--- config.mk ---
export PLATFORM = sky130hd
export DESIGN_NAME = rsd_sweep_top
export DESIGN_NICKNAME = d
export VERILOG_FILES = /design/src/rtl/rsd_sweep_pkg.sv /design/src/rtl/rsd_sweep_seq.sv /design/src/rtl/rsd_lane_tracker.sv /design/src/rtl/rsd_lane_eval.sv /design/src/rtl/rsd_sweep_top.sv
export SDC_FILE = /design/constraint.sdc
export NUM_CORES = 1
export LEC_CHECK = 0
export BUFFER_PORTS_ARGS = -buffer_cell sky130_fd_sc_hd__buf_2
export CAP_MARGIN = 20
export CORE_AREA = 2 2 157 175
export DETAILED_ROUTE_END_ITERATION = 16
export DIE_AREA = 0 0 159 177
export PLACE_DENSITY = 0.74
export REMOVE_ABC_BUFFERS = 1
export SYNTH_ARGS = -nofsm -noshare
export SYNTH_HDL_FRONTEND = slang
export SYNTH_SLANG_ARGS = --single-unit
export TNS_END_PERCENT = 20
--- constraint.sdc ---
create_clock -name clk -period 3.5 [get_ports clk]
set_clock_uncertainty 0.2 [all_clocks]
set_input_delay 1.05 -clock clk [delete_from_list [all_inputs] [get_ports clk]]
set_output_delay 1.05 -clock clk [all_outputs]
set_load 0.1 [all_outputs]
--- src/rtl/rsd_sweep_pkg.sv ---
package rsd_sweep_pkg;

    typedef enum logic [1:0] {
        SW_IDLE = 2'd0,
        SW_REQ  = 2'd1,
        SW_RST  = 2'd2,
        SW_FIN  = 2'd3
    } sweep_state_e;

    // Feedback code that marks a passing lane
    localparam int PASS_CODE = 1;

    function automatic int code_bits(input int steps);
        return (steps > 1) ? $clog2(steps) : 1;
    endfunction

endpackage

--- src/rtl/rsd_sweep_seq.sv ---
module rsd_sweep_seq
    import rsd_sweep_pkg::*;
#(
    parameter int DLY_W       = 7,
    parameter int SWEEP_START = -32,
    parameter int SWEEP_STEPS = 64
) (
    input  logic                    clk,
    input  logic                    rst,
    input  logic                    start_i,
    input  logic                    step_done_i,
    output logic signed [DLY_W-1:0] delay_o,
    output logic                    step_req_o,
    output logic                    train_mode_o,
    output logic                    dp_rst_o,
    output logic                    rec_o,
    output logic                    clr_o,
    output logic                    fin_o,
    output logic                    busy_o
);
    localparam logic signed [DLY_W-1:0] FIRST_D = DLY_W'(SWEEP_START);
    localparam logic signed [DLY_W-1:0] LAST_D  = DLY_W'(SWEEP_START + SWEEP_STEPS - 1);

    sweep_state_e            state_q;
    logic signed [DLY_W-1:0] delay_q;

    assign step_req_o   = (state_q == SW_REQ);
    assign train_mode_o = (state_q == SW_REQ);
    assign dp_rst_o     = (state_q == SW_RST);
    assign fin_o        = (state_q == SW_FIN);
    assign busy_o       = (state_q != SW_IDLE);
    assign rec_o        = step_req_o && step_done_i;
    assign clr_o        = (state_q == SW_IDLE) && start_i;
    assign delay_o      = delay_q;

    always_ff @(posedge clk) begin
        if (rst) begin
            state_q <= SW_IDLE;
            delay_q <= FIRST_D;
        end else begin
            unique case (state_q)
                SW_IDLE: if (start_i) begin
                    state_q <= SW_REQ;
                    delay_q <= FIRST_D;
                end
                SW_REQ: if (step_done_i) state_q <= SW_RST;
                SW_RST: begin
                    if (delay_q == LAST_D) begin
                        state_q <= SW_FIN;
                    end else begin
                        state_q <= SW_REQ;
                        delay_q <= delay_q + DLY_W'(1);
                    end
                end
                SW_FIN: state_q <= SW_IDLE;
                default: state_q <= SW_IDLE;
            endcase
        end
    end

    // a pending request holds its offset until completed
    a_r3_hold_offset: assert property (@(posedge clk) disable iff (rst)
        (step_req_o && !step_done_i) |=> (step_req_o && $stable(delay_o)));

    // each accepted step is followed by the datapath reset cycle
    a_r9_reset_after_step: assert property (@(posedge clk) disable iff (rst)
        rec_o |=> (dp_rst_o && !train_mode_o));

    // reset lasts one cycle
    a_r9_reset_single: assert property (@(posedge clk) disable iff (rst)
        dp_rst_o |=> !dp_rst_o);

    // requested offsets stay within the sweep range
    a_r2_offset_range: assert property (@(posedge clk) disable iff (rst)
        step_req_o |-> (delay_o >= FIRST_D && delay_o <= LAST_D));

endmodule

--- src/rtl/rsd_lane_tracker.sv ---
module rsd_lane_tracker
    import rsd_sweep_pkg::*;
#(
    parameter int DLY_W       = 7,
    parameter int LEN_W       = 7,
    parameter int FB_W        = 2,
    parameter int SWEEP_START = -32
) (
    input  logic                    clk,
    input  logic                    rst,
    input  logic                    clr_i,
    input  logic                    rec_i,
    input  logic [FB_W-1:0]         fb_i,
    input  logic signed [DLY_W-1:0] delay_i,
    output logic signed [DLY_W-1:0] best_start_o,
    output logic [LEN_W-1:0]        best_len_o
);
    localparam logic signed [DLY_W-1:0] FIRST_D = DLY_W'(SWEEP_START);

    logic                    pass;
    logic [LEN_W-1:0]        cur_len_q, next_len;
    logic signed [DLY_W-1:0] cur_start_q, run_start;

    assign pass      = (fb_i == FB_W'(PASS_CODE));
    assign next_len  = cur_len_q + LEN_W'(1);
    assign run_start = (cur_len_q == '0) ? delay_i : cur_start_q;

    always_ff @(posedge clk) begin
        if (rst || clr_i) begin
            cur_len_q    <= '0;
            cur_start_q  <= FIRST_D;
            best_len_o   <= '0;
            best_start_o <= FIRST_D;
        end else if (rec_i) begin
            if (pass) begin
                cur_len_q   <= next_len;
                cur_start_q <= run_start;
                // strictly longer only: an equal later run loses
                if (next_len > best_len_o) begin
                    best_len_o   <= next_len;
                    best_start_o <= run_start;
                end
            end else begin
                cur_len_q <= '0;
            end
        end
    end

    // the recorded best run never shrinks within a sweep
    a_r5_best_monotonic: assert property (@(posedge clk) disable iff (rst)
        !clr_i |=> (best_len_o >= $past(best_len_o)));

    // a failing step leaves the best record untouched
    a_r4_fail_no_gain: assert property (@(posedge clk) disable iff (rst)
        (rec_i && !pass && !clr_i) |=> ($stable(best_len_o) && $stable(best_start_o)));

endmodule

--- src/rtl/rsd_lane_eval.sv ---
module rsd_lane_eval #(
    parameter int DLY_W       = 7,
    parameter int LEN_W       = 7,
    parameter int CODE_W      = 6,
    parameter int SWEEP_START = -32,
    parameter int MIN_WIDTH   = 12
) (
    input  logic signed [DLY_W-1:0] best_start_i,
    input  logic [LEN_W-1:0]        best_len_i,
    output logic signed [DLY_W-1:0] end_o,
    output logic signed [DLY_W-1:0] center_o,
    output logic [CODE_W-1:0]       code_o,
    output logic                    fail_o
);
    localparam int EW = DLY_W + 2;
    localparam logic signed [EW-1:0] START_X = EW'(SWEEP_START);

    logic                 empty;
    logic signed [EW-1:0] s_x, len_x, e_x, sum_x, mid_x, ctr_x, code_x;

    assign empty  = (best_len_i == '0);
    assign s_x    = EW'(best_start_i);
    assign len_x  = EW'(best_len_i);
    assign e_x    = s_x + len_x - EW'(1);
    assign sum_x  = s_x + e_x;
    assign mid_x  = sum_x >>> 1;
    assign ctr_x  = empty ? s_x : mid_x;
    assign code_x = ctr_x - START_X;

    assign end_o    = empty ? best_start_i : e_x[DLY_W-1:0];
    assign center_o = ctr_x[DLY_W-1:0];
    assign code_o   = code_x[CODE_W-1:0];
    assign fail_o   = (best_len_i <= LEN_W'(MIN_WIDTH));

    // the center lies inside the reported run
    always_comb begin
        a_r6_center_inside: assert (empty || (mid_x >= s_x && mid_x <= e_x));
    end

endmodule

--- src/rtl/rsd_sweep_top.sv ---
module rsd_sweep_top
    import rsd_sweep_pkg::*;
#(
    parameter int LANES       = 4,
    parameter int FB_W        = 2,
    parameter int DLY_W       = 7,
    parameter int SWEEP_START = -32,
    parameter int SWEEP_STEPS = 64,
    parameter int MIN_WIDTH   = 12,
    parameter int LEN_W       = $clog2(SWEEP_STEPS + 1),
    parameter int CODE_W      = code_bits(SWEEP_STEPS)
) (
    input  logic                              clk,
    input  logic                              rst,
    input  logic                              start_i,
    input  logic                              step_done_i,
    input  logic [LANES-1:0][FB_W-1:0]        fb_i,
    output logic [DLY_W-1:0]                  delay_o,
    output logic                              step_req_o,
    output logic                              train_mode_o,
    output logic                              dp_rst_o,
    output logic                              busy_o,
    output logic [LANES-1:0][DLY_W-1:0]       res_start_o,
    output logic [LANES-1:0][DLY_W-1:0]       res_end_o,
    output logic [LANES-1:0][LEN_W-1:0]       width_o,
    output logic [LANES-1:0][DLY_W-1:0]       center_o,
    output logic [LANES-1:0][CODE_W-1:0]      code_p_o,
    output logic [LANES-1:0][CODE_W-1:0]      code_n_o,
    output logic [LANES-1:0]                  fail_o,
    output logic                              done_o
);
    localparam logic [CODE_W-1:0] MID_CODE = CODE_W'(SWEEP_STEPS / 2);
    localparam logic [DLY_W-1:0]  FIRST_D  = DLY_W'(SWEEP_START);

    logic                    rec, clr, fin;
    logic signed [DLY_W-1:0] delay_s;

    rsd_sweep_seq #(
        .DLY_W(DLY_W), .SWEEP_START(SWEEP_START), .SWEEP_STEPS(SWEEP_STEPS)
    ) seq_i (
        .clk(clk), .rst(rst), .start_i(start_i), .step_done_i(step_done_i),
        .delay_o(delay_s), .step_req_o(step_req_o), .train_mode_o(train_mode_o),
        .dp_rst_o(dp_rst_o), .rec_o(rec), .clr_o(clr), .fin_o(fin), .busy_o(busy_o)
    );
    assign delay_o = delay_s;

    for (genvar g = 0; g < LANES; g++) begin : g_lane
        logic signed [DLY_W-1:0] b_start, l_end, l_ctr;
        logic [LEN_W-1:0]        b_len;
        logic [CODE_W-1:0]       l_code;
        logic                    l_fail;

        rsd_lane_tracker #(
            .DLY_W(DLY_W), .LEN_W(LEN_W), .FB_W(FB_W), .SWEEP_START(SWEEP_START)
        ) trk_i (
            .clk(clk), .rst(rst), .clr_i(clr), .rec_i(rec), .fb_i(fb_i[g]),
            .delay_i(delay_s), .best_start_o(b_start), .best_len_o(b_len)
        );

        rsd_lane_eval #(
            .DLY_W(DLY_W), .LEN_W(LEN_W), .CODE_W(CODE_W),
            .SWEEP_START(SWEEP_START), .MIN_WIDTH(MIN_WIDTH)
        ) eval_i (
            .best_start_i(b_start), .best_len_i(b_len), .end_o(l_end),
            .center_o(l_ctr), .code_o(l_code), .fail_o(l_fail)
        );

        always_ff @(posedge clk) begin
            if (rst || clr) begin
                res_start_o[g] <= FIRST_D;
                res_end_o[g]   <= FIRST_D;
                center_o[g]    <= FIRST_D;
                width_o[g]     <= '0;
                fail_o[g]      <= 1'b0;
                code_p_o[g]    <= MID_CODE;
                code_n_o[g]    <= MID_CODE;
            end else if (fin) begin
                res_start_o[g] <= b_start;
                res_end_o[g]   <= l_end;
                center_o[g]    <= l_ctr;
                width_o[g]     <= b_len;
                fail_o[g]      <= l_fail;
                code_p_o[g]    <= l_code;
                code_n_o[g]    <= l_code;
            end
        end

        // both strobe codes sit at the midpoint while sweeping
        a_r8_codes_held: assert property (@(posedge clk) disable iff (rst)
            busy_o |-> (code_p_o[g] == MID_CODE && code_n_o[g] == MID_CODE));

        // rising and falling codes always agree
        a_r8_codes_equal: assert property (@(posedge clk) disable iff (rst)
            code_p_o[g] == code_n_o[g]);
    end

    always_ff @(posedge clk) begin
        if (rst) done_o <= 1'b0;
        else     done_o <= fin;
    end

    // completion is a single-cycle pulse
    a_r10_done_pulse: assert property (@(posedge clk) disable iff (rst)
        done_o |=> !done_o);

    // completion only when the sweep has wound down
    a_r10_done_idle: assert property (@(posedge clk) disable iff (rst)
        done_o |-> (!busy_o && !step_req_o));

endmodule

# --- Word level (Yosys, flattened, before mapping) ---
# Cells that the tools add are included.
totals:
  register_bits: 262
  in_bits: 12
  output_inout_bits: 176
  elab_cells: 130
op_classes:
  n_addsub: 21
  magnitude_cmp: 8
  n_eq_ne: 11
  muxes: 23
  n_reduce_logical: 24
op_table:
  columns: ["operator", "count"]
  rows:
  - ["$mux W7", 18]
  - ["$add A7 B8 Y8", 8]
  - ["$logic_not A7 Y1", 8]
  - ["$sub A8 B2 Y8 const B", 4]
  - ["$add A7 B1 Y7 const B", 4]
  - ["$gt A7 B7 Y1", 4]
  - ["$le A7 B4 Y1 const B", 4]
  - ["$sub A6 B6 Y6 const B", 4]
  - ["$reduce_and A3 Y1", 5]
  - ["$pmux W7 S2", 1]
  - ["$eq A2 B1 Y1 const B", 5]
  - ["$reduce_and A2 Y1", 5]
  - ["$pmux W2 S4", 1]
  - ["$add A7 B2 Y7 const B", 1]
  - ["$eq A7 B6 Y1 const B", 1]
  - ["$mux W2", 3]
  - ["$ne A2 B2 Y1 const B", 3]
  - ["$eq A2 B2 Y1 const B", 2]
  - ["$reduce_bool A2 Y1", 2]
  - ["$logic_and A1 B1 Y1", 2]
  - ["$logic_not A2 Y1", 1]
  - ["$logic_or A1 B1 Y1", 1]

# --- Depth between registers and ports, before layout ---
depth:
  word_depth: 5
  mapped_depth: 16

# --- By module ---
# From an unflattened synthesis, not the netlist that was laid out.
hier_totals:
  hier_cells: 1741
  hier_area_um2: 15418.5
modules_own_cells:
  columns: ["module", "instances", "cells_per_inst", "area_per_inst_um2", "seq_area_each_um2"]
  rows:
  - ["rsd_lane_tracker", 4, 172, 1529.0, 560.5]
  - ["rsd_sweep_top", 1, 479, 5127.4, 2822.7]
  - ["rsd_lane_eval at g_lane[0].eval_i ...", 3, 129, 908.4, 0.0]
  - ["rsd_lane_eval at g_lane[3].eval_i", 1, 129, 902.1, 0.0]
  - ["rsd_sweep_seq", 1, 58, 548.0, 180.2]

# --- Worst setup path after synthesis ---
# OpenSTA, ideal clock, no wires.
synth_timing:
  path_type: "reg2out"
  start: "register seq_i.state_q[0]"
  end: "output train_mode_o"
  arrival_time_ns: 2.367
  setup_slack_ns: -0.117
  stages_incl_launch_ff: 3
  path_cell_list: "dfxtp_1 nor2b_1 buf_4"
synth_via:
  elab_chain_len: 1
synth_lines:
  columns: ["element", "line", "rtl"]
  rows:
  - ["from (decl)", "rsd_sweep_seq.sv:24", "sweep_state_e state_q;"]
  - ["from (signal assigned)", "rsd_sweep_seq.sv:38", "state_q <= SW_IDLE;"]
  - ["from (signal assigned)", "rsd_sweep_seq.sv:43", "state_q <= SW_REQ;"]
  - ["from (signal assigned)", "rsd_sweep_seq.sv:46", "SW_REQ: if (step_done_i) state_q <= SW_RST;"]
  - ["$eq A2 B1 Y1", null, null]
  - ["to (decl)", "rsd_sweep_top.sv:20", "output logic train_mode_o,"]
# No other way between the ends.

# --- Worst setup path in the final report ---
layout_timing:
  start: "register g_lane[2].trk_i.best_len_o[1]"
  end: "register code_n_o[17] in the netlist's numbering"
layout_via:
  elab_chain_len: 5
  word_cells_on_any_way: 6
  cone_classes: "add/sub: 4; mux: 1; reduce/logical: 1"
layout_lines:
  columns: ["element", "line", "rtl"]
  rows:
  - ["from (decl)", "rsd_lane_tracker.sv:16", "output logic [LEN_W-1:0] best_len_o"]
  - ["from (signal assigned)", "rsd_lane_tracker.sv:40", "best_len_o <= next_len;"]
  - ["$add A7 B8 Y8", "rsd_lane_eval.sv:24", "assign e_x = s_x + len_x - EW'(1);"]
  - ["$sub A8 B2 Y8", "rsd_lane_eval.sv:24", null]
  - ["$add A7 B8 Y8", "rsd_lane_eval.sv:25", "assign sum_x = s_x + e_x;"]
  - ["$mux W7 *", "rsd_lane_eval.sv:27", "assign ctr_x = empty ? s_x : mid_x;"]
  - ["$sub A6 B6 Y6 *", "rsd_lane_eval.sv:28", "assign code_x = ctr_x - START_X;"]
  - ["to (signal, indexed assignment)", "rsd_sweep_top.sv:84", "code_n_o[g] <= l_code;"]
  - ["to (decl)", "rsd_sweep_top.sv:28", "output logic [LANES-1:0][CODE_W-1:0] code_n_o,"]
# Mark *: on every way between the ends. The rest lies on a longest branch, timed or not.
# A chain may end at the register's enable or synchronous reset.

==> impl_metrics.py <==
metrics = {
    "clock_network": {
        "clk_latency_ns": 0.54,
        "cts_sinks": 242,
        "cts_tree": "yes",
        "htreeDepth": 1,
        "clkTransAtPathRegs_ns": 0.06,
        "cts_inserted_buffers": 27,
        "max-clock-path-buffers": 3,
        "cts.hold.buffers_added": 0,
        "root_buffer": "sky130_fd_sc_hd__clkbuf_16",
    },
    "logic_synthesis": {
        "synth_top_area_share": 0.351,
        "yosys-mux-area-fraction": 0.0370,
        "synth-seq-area-share": 0.351,
        "syn-instance-count": 1650,
        "synthSimpleGateAreaFrac": 0.181,
        "async_reset_ff_frac": 0,
        "top_reg_cell_synth": "sky130_fd_sc_hd__dfxtp_1",
        "synth_top_family_by_area": "compound AO/OA/AOI/OAI gates",
        "yosysWarnings": 0,
        "synthTopCellsByArea": "sky130_fd_sc_hd__dfxtp_1, sky130_fd_sc_hd__ha_1, sky130_fd_sc_hd__nand2_1, sky130_fd_sc_hd__a21oi_1, sky130_fd_sc_hd__nor2_1",
        "synthAdderAreaFrac": 0.121,
        "netlist_area_um2": 13800,
        "post_synth_xor_xnor_area": 0.0362,
        "synth.avg_cell_area_um2": 8.36,
        "synth_compound_gate_area_share": 0.183,
        "post-synth-top-area-cell": "sky130_fd_sc_hd__dfxtp_1",
        "ys_ff_latch": 242,
        "synth_edf_count": 0,
        "netlist-cell-type-count": 55,
    },
    "timing": {
        "worst_pin_slew_ns": 0.858,
        "timing.final.ws_setup_ns": 0.128,
        "rsz0062_at_grt": "yes",
        "layout_min_cycle_time_ns": 3.37,
        "slew-limit-headroom": 0.428,
        "slew_violations": 0,
        "final_hold_viol_count": 0,
        "setup_viol": 0,
        "period_utilization_post_route": 0.963,
        "max_clock_freq_mhz": 297,
        "setup_total_negative_slack_ns": 0,
    },
    "power_and_ir_drop": {
        "power.static_leakage_uw": 0.00660,
        "ir_worst_vdd_mv": 0.309,
        "p_int_uw": 4630,
        "power_frac_seq": 0.453,
        "share_comb_of_total_power": 0.084,
        "p_sw_frac": 0.248,
        "power.density_cell_area_nw_per_um2": 384,
        "switching_power_of_the_nets_uw": 1520,
        "power_frac_clock": 0.463,
    },
    "global_routing": {
        "grt_pass1_wl_um": 53200,
        "pin_count_of_the_biggest_net_entering_global_routing": 71,
        "globalRoute.totalOverflow": 0,
        "antenna_found_initial": 0,
        "first_global_vias": 11183,
        "grt_util_all_layers": 0.222,
    },
    "route": {
        "drt_first_iter_violations": 728,
        "dr.pass1.iters": 5,
        "drt-vias-per-instance": 5.46,
        "drt.antenna.violating_nets": 0,
        "detail_route.wirelength_um": 32400,
        "route.vias.total": 11802,
        "avgRoutedWirePerCell_um": 15.0,
        "drt_drc_violations_left": 0,
    },
    "worst_setup_path": {
        "timing.critical_path.slowest_stage_cell": "sky130_fd_sc_hd__fa_2",
        "critPathMaxStageDelay_ns": 0.53,
        "worst-endpoint-arrival_ns": 3.59,
        "cp_top_family": "adder cells",
        "crit_chain": "inv_1, ha_1, inv_1, ha_1, inv_1, fa_2, inv_1, ha_1, a21o_1, a21o_1, a21oi_2, and4b_1, nor3_2, a211o_1",
        "start_kind": "register",
        "worstSetupPathType": "reg2reg",
        "critical_path_buf_inv_count": 4,
        "worst_setup_end_kind": "register",
        "worst_ep_required_time_ns": 3.72,
        "highest_net_fanout_along_the_worst_path": 5,
        "critical_path.most_common_cell": "sky130_fd_sc_hd__inv_1",
    },
    "floorplanning": {
        "ioPinCount": 188,
        "start_util": 0.521,
        "design.core.area_um2": 26500,
        "die-area_um2": 28100,
        "rows": 63,
        "die_width_um": 159,
        "die_y_um": 177,
    },
    "placement": {
        "worst_slack_at_placement_ns": 0.00224,
        "portBuffers": 187,
        "gp_congestion": 0.838,
        "post-place-cells": 2114,
        "dp_hpwl_um": 22800,
    },
    "finish": {
        "drive_gt1_frac": 0.205,
        "antennaDiodeCount": 0,
        "final-instance-count-excl-fill": 2162,
        "final_nets": 1928,
        "synthToLayoutAreaGrowth_pct": 16.2,
    },
    "worst_hold_path": {
        "worstHoldPathType": "reg2reg",
    },
    "run_status": {
        "status": "complete, no violations",
    },
    "flow_run": {
        "cap_viol_max_count": 0,
    },
}
-- flip-flops by register name, indices dropped and copies added (netlist names), 2 cells and up --
| register | cells |
|---|---|
| center_o | 28 |
| g_lane.trk_i.best_len_o | 28 |
| g_lane.trk_i.best_start_o | 28 |
| g_lane.trk_i.cur_len_q | 28 |
| g_lane.trk_i.cur_start_q | 28 |
| res_end_o | 28 |
| res_start_o | 28 |
| width_o | 28 |
| seq_i.delay_o | 7 |
| code_n_o | 4 |
| fail_o | 4 |
| seq_i.state_q | 2 |
-- cell type report --
cell class / count / area, µm²
Fill cell: 2391 / 10500
Multi-Input combinational cell: 1140 / 7930
Sequential cell: 242 / 4860
Timing Repair Buffer: 240 / 1400
Clock buffer: 34 / 732
Inverter: 136 / 510
Tap cell: 357 / 447
Clock inverter: 13 / 154
-- placed cells by master (no fill, tap or decap), types with 9 or more instances in the layout --
cell type / count
sky130_fd_sc_hd__nand4_1: 11
sky130_fd_sc_hd__mux2i_1: 51
sky130_fd_sc_hd__buf_4: 48
sky130_fd_sc_hd__xnor2_1: 45
sky130_fd_sc_hd__o21bai_1: 10
sky130_fd_sc_hd__ha_1: 115
sky130_fd_sc_hd__buf_2: 187
sky130_fd_sc_hd__nand3_1: 76
sky130_fd_sc_hd__nand2_1: 213
sky130_fd_sc_hd__a211oi_2: 24
sky130_fd_sc_hd__dfxtp_1: 233
sky130_fd_sc_hd__o21ai_0: 37
sky130_fd_sc_hd__xor2_1: 12
sky130_fd_sc_hd__a22oi_1: 24
sky130_fd_sc_hd__inv_1: 136
sky130_fd_sc_hd__nor2_1: 141
sky130_fd_sc_hd__a311oi_1: 11
sky130_fd_sc_hd__clkbuf_16: 27
sky130_fd_sc_hd__nor2b_1: 18
sky130_fd_sc_hd__a21oi_2: 13
sky130_fd_sc_hd__nand2b_1: 16
sky130_fd_sc_hd__a21o_1: 12
sky130_fd_sc_hd__nor3_1: 11
sky130_fd_sc_hd__a211o_1: 9
sky130_fd_sc_hd__a21oi_1: 122
sky130_fd_sc_hd__o211ai_1: 41
-- stage by stage --
| step | hold WS, ns | power (µW) | instance area [µm²] | util |
|---|---|---|---|---|
| 2_1_floorplan | 0.232 | 3200 | 13100 | - |
| 3_3_place_gp | 0.237 | 3330 | 14900 | 0.564 |
| 3_5_place_dp | 0.242 | 3340 | 14900 | 0.564 |
| 4_1_cts | 0.250 | 6200 | 15800 | 0.598 |
| 5_1_grt | 0.270 | 6370 | 16000 | 0.605 |
| 6_report | 0.249 | 6150 | 16000 | 0.605 |
-- power groups by stage --
stage | Sequential, µW | Combinational [µW] | Clock [µW]
2_1_floorplan | 2910 | 290 | 0
3_3_place_gp | 2850 | 483 | 0
3_5_place_dp | 2850 | 494 | 0
4_1_cts | 2790 | 499 | 2910
5_1_grt | 2790 | 560 | 3030
6_report | 2790 | 516 | 2850
-- synthesized netlist by cell type, drive strengths merged (8+ instances only) --
cell type / count
dfxtp: 242
nand2: 214
nor2: 141
a21oi: 136
inv: 136
ha: 121
buf: 78
nand3: 76
clkbuf: 54
mux2i: 51
xnor2: 45
o21ai: 42
o211ai: 41
a211oi: 29
a22oi: 24
nor2b: 22
nand2b: 16
nor3: 15
a21o: 13
nor3b: 12
xor2: 12
a311oi: 11
nand4: 11
o21bai: 10
a211o: 9
fa: 8
nor4: 8
o21a: 8
o31a: 8
-- final timing paths --
path | start | end | slack [ns] | cells after the start
worst min-delay path | res_end_o[14] | res_end_o[14] | 0.25 | 2
worst max register to register | g_lane[2].trk_i.best_len_o[1] | code_n_o[17] | 0.13 | 14
worst min register to register | res_end_o[14] | res_end_o[14] | 0.25 | 2
worst max-delay path | g_lane[2].trk_i.best_len_o[1] | code_n_o[17] | 0.13 | 14
-- cells by family (layout without fill, tap and decap cells) --
logic type,Yosys count,count (layout)
xor gates and xnor gates,57,57
and+or+nand+nor,542,542
buffers and inverters,268,423
DFF,242,242
muxes,51,51
adders and majority gates,129,129
AOI/OAI and AO/OA,361,361
-- worst register-to-register path, stage by stage (launching register included) --
cell	delay (ns)
sky130_fd_sc_hd__dfxtp_4	0.37
sky130_fd_sc_hd__inv_1	0.08
sky130_fd_sc_hd__ha_1	0.27
sky130_fd_sc_hd__inv_1	0.06
sky130_fd_sc_hd__ha_1	0.18
sky130_fd_sc_hd__inv_1	0.06
sky130_fd_sc_hd__fa_2	0.53
sky130_fd_sc_hd__inv_1	0.04
sky130_fd_sc_hd__ha_1	0.33
sky130_fd_sc_hd__a21o_1	0.20
sky130_fd_sc_hd__a21o_1	0.20
sky130_fd_sc_hd__a21oi_2	0.19
sky130_fd_sc_hd__and4b_1	0.23
sky130_fd_sc_hd__nor3_2	0.06
sky130_fd_sc_hd__a211o_1	0.26
-- timing repair --
item                                    in CTS  in global routing
endpoints found under the setup margin       2                 12
pin swaps                                    0                  9
setup buffers                                0                  1
resized for setup                            2                 47
-- per-layer routing --
| layer | part of all wire | vias up | global-route usage |
|---|---|---|---|
| met5 | 0 | - | 0 |
| li1 | - | 5911 | - |
| met3 | 0.041 | 57 | 0.0305 |
| met1 | 0.45 | 5594 | 0.285 |
| met4 | 0.019 | 0 | 0.0587 |
| met2 | 0.49 | 240 | 0.394 |
No activity file was read; power rests on OpenSTA's default activity.
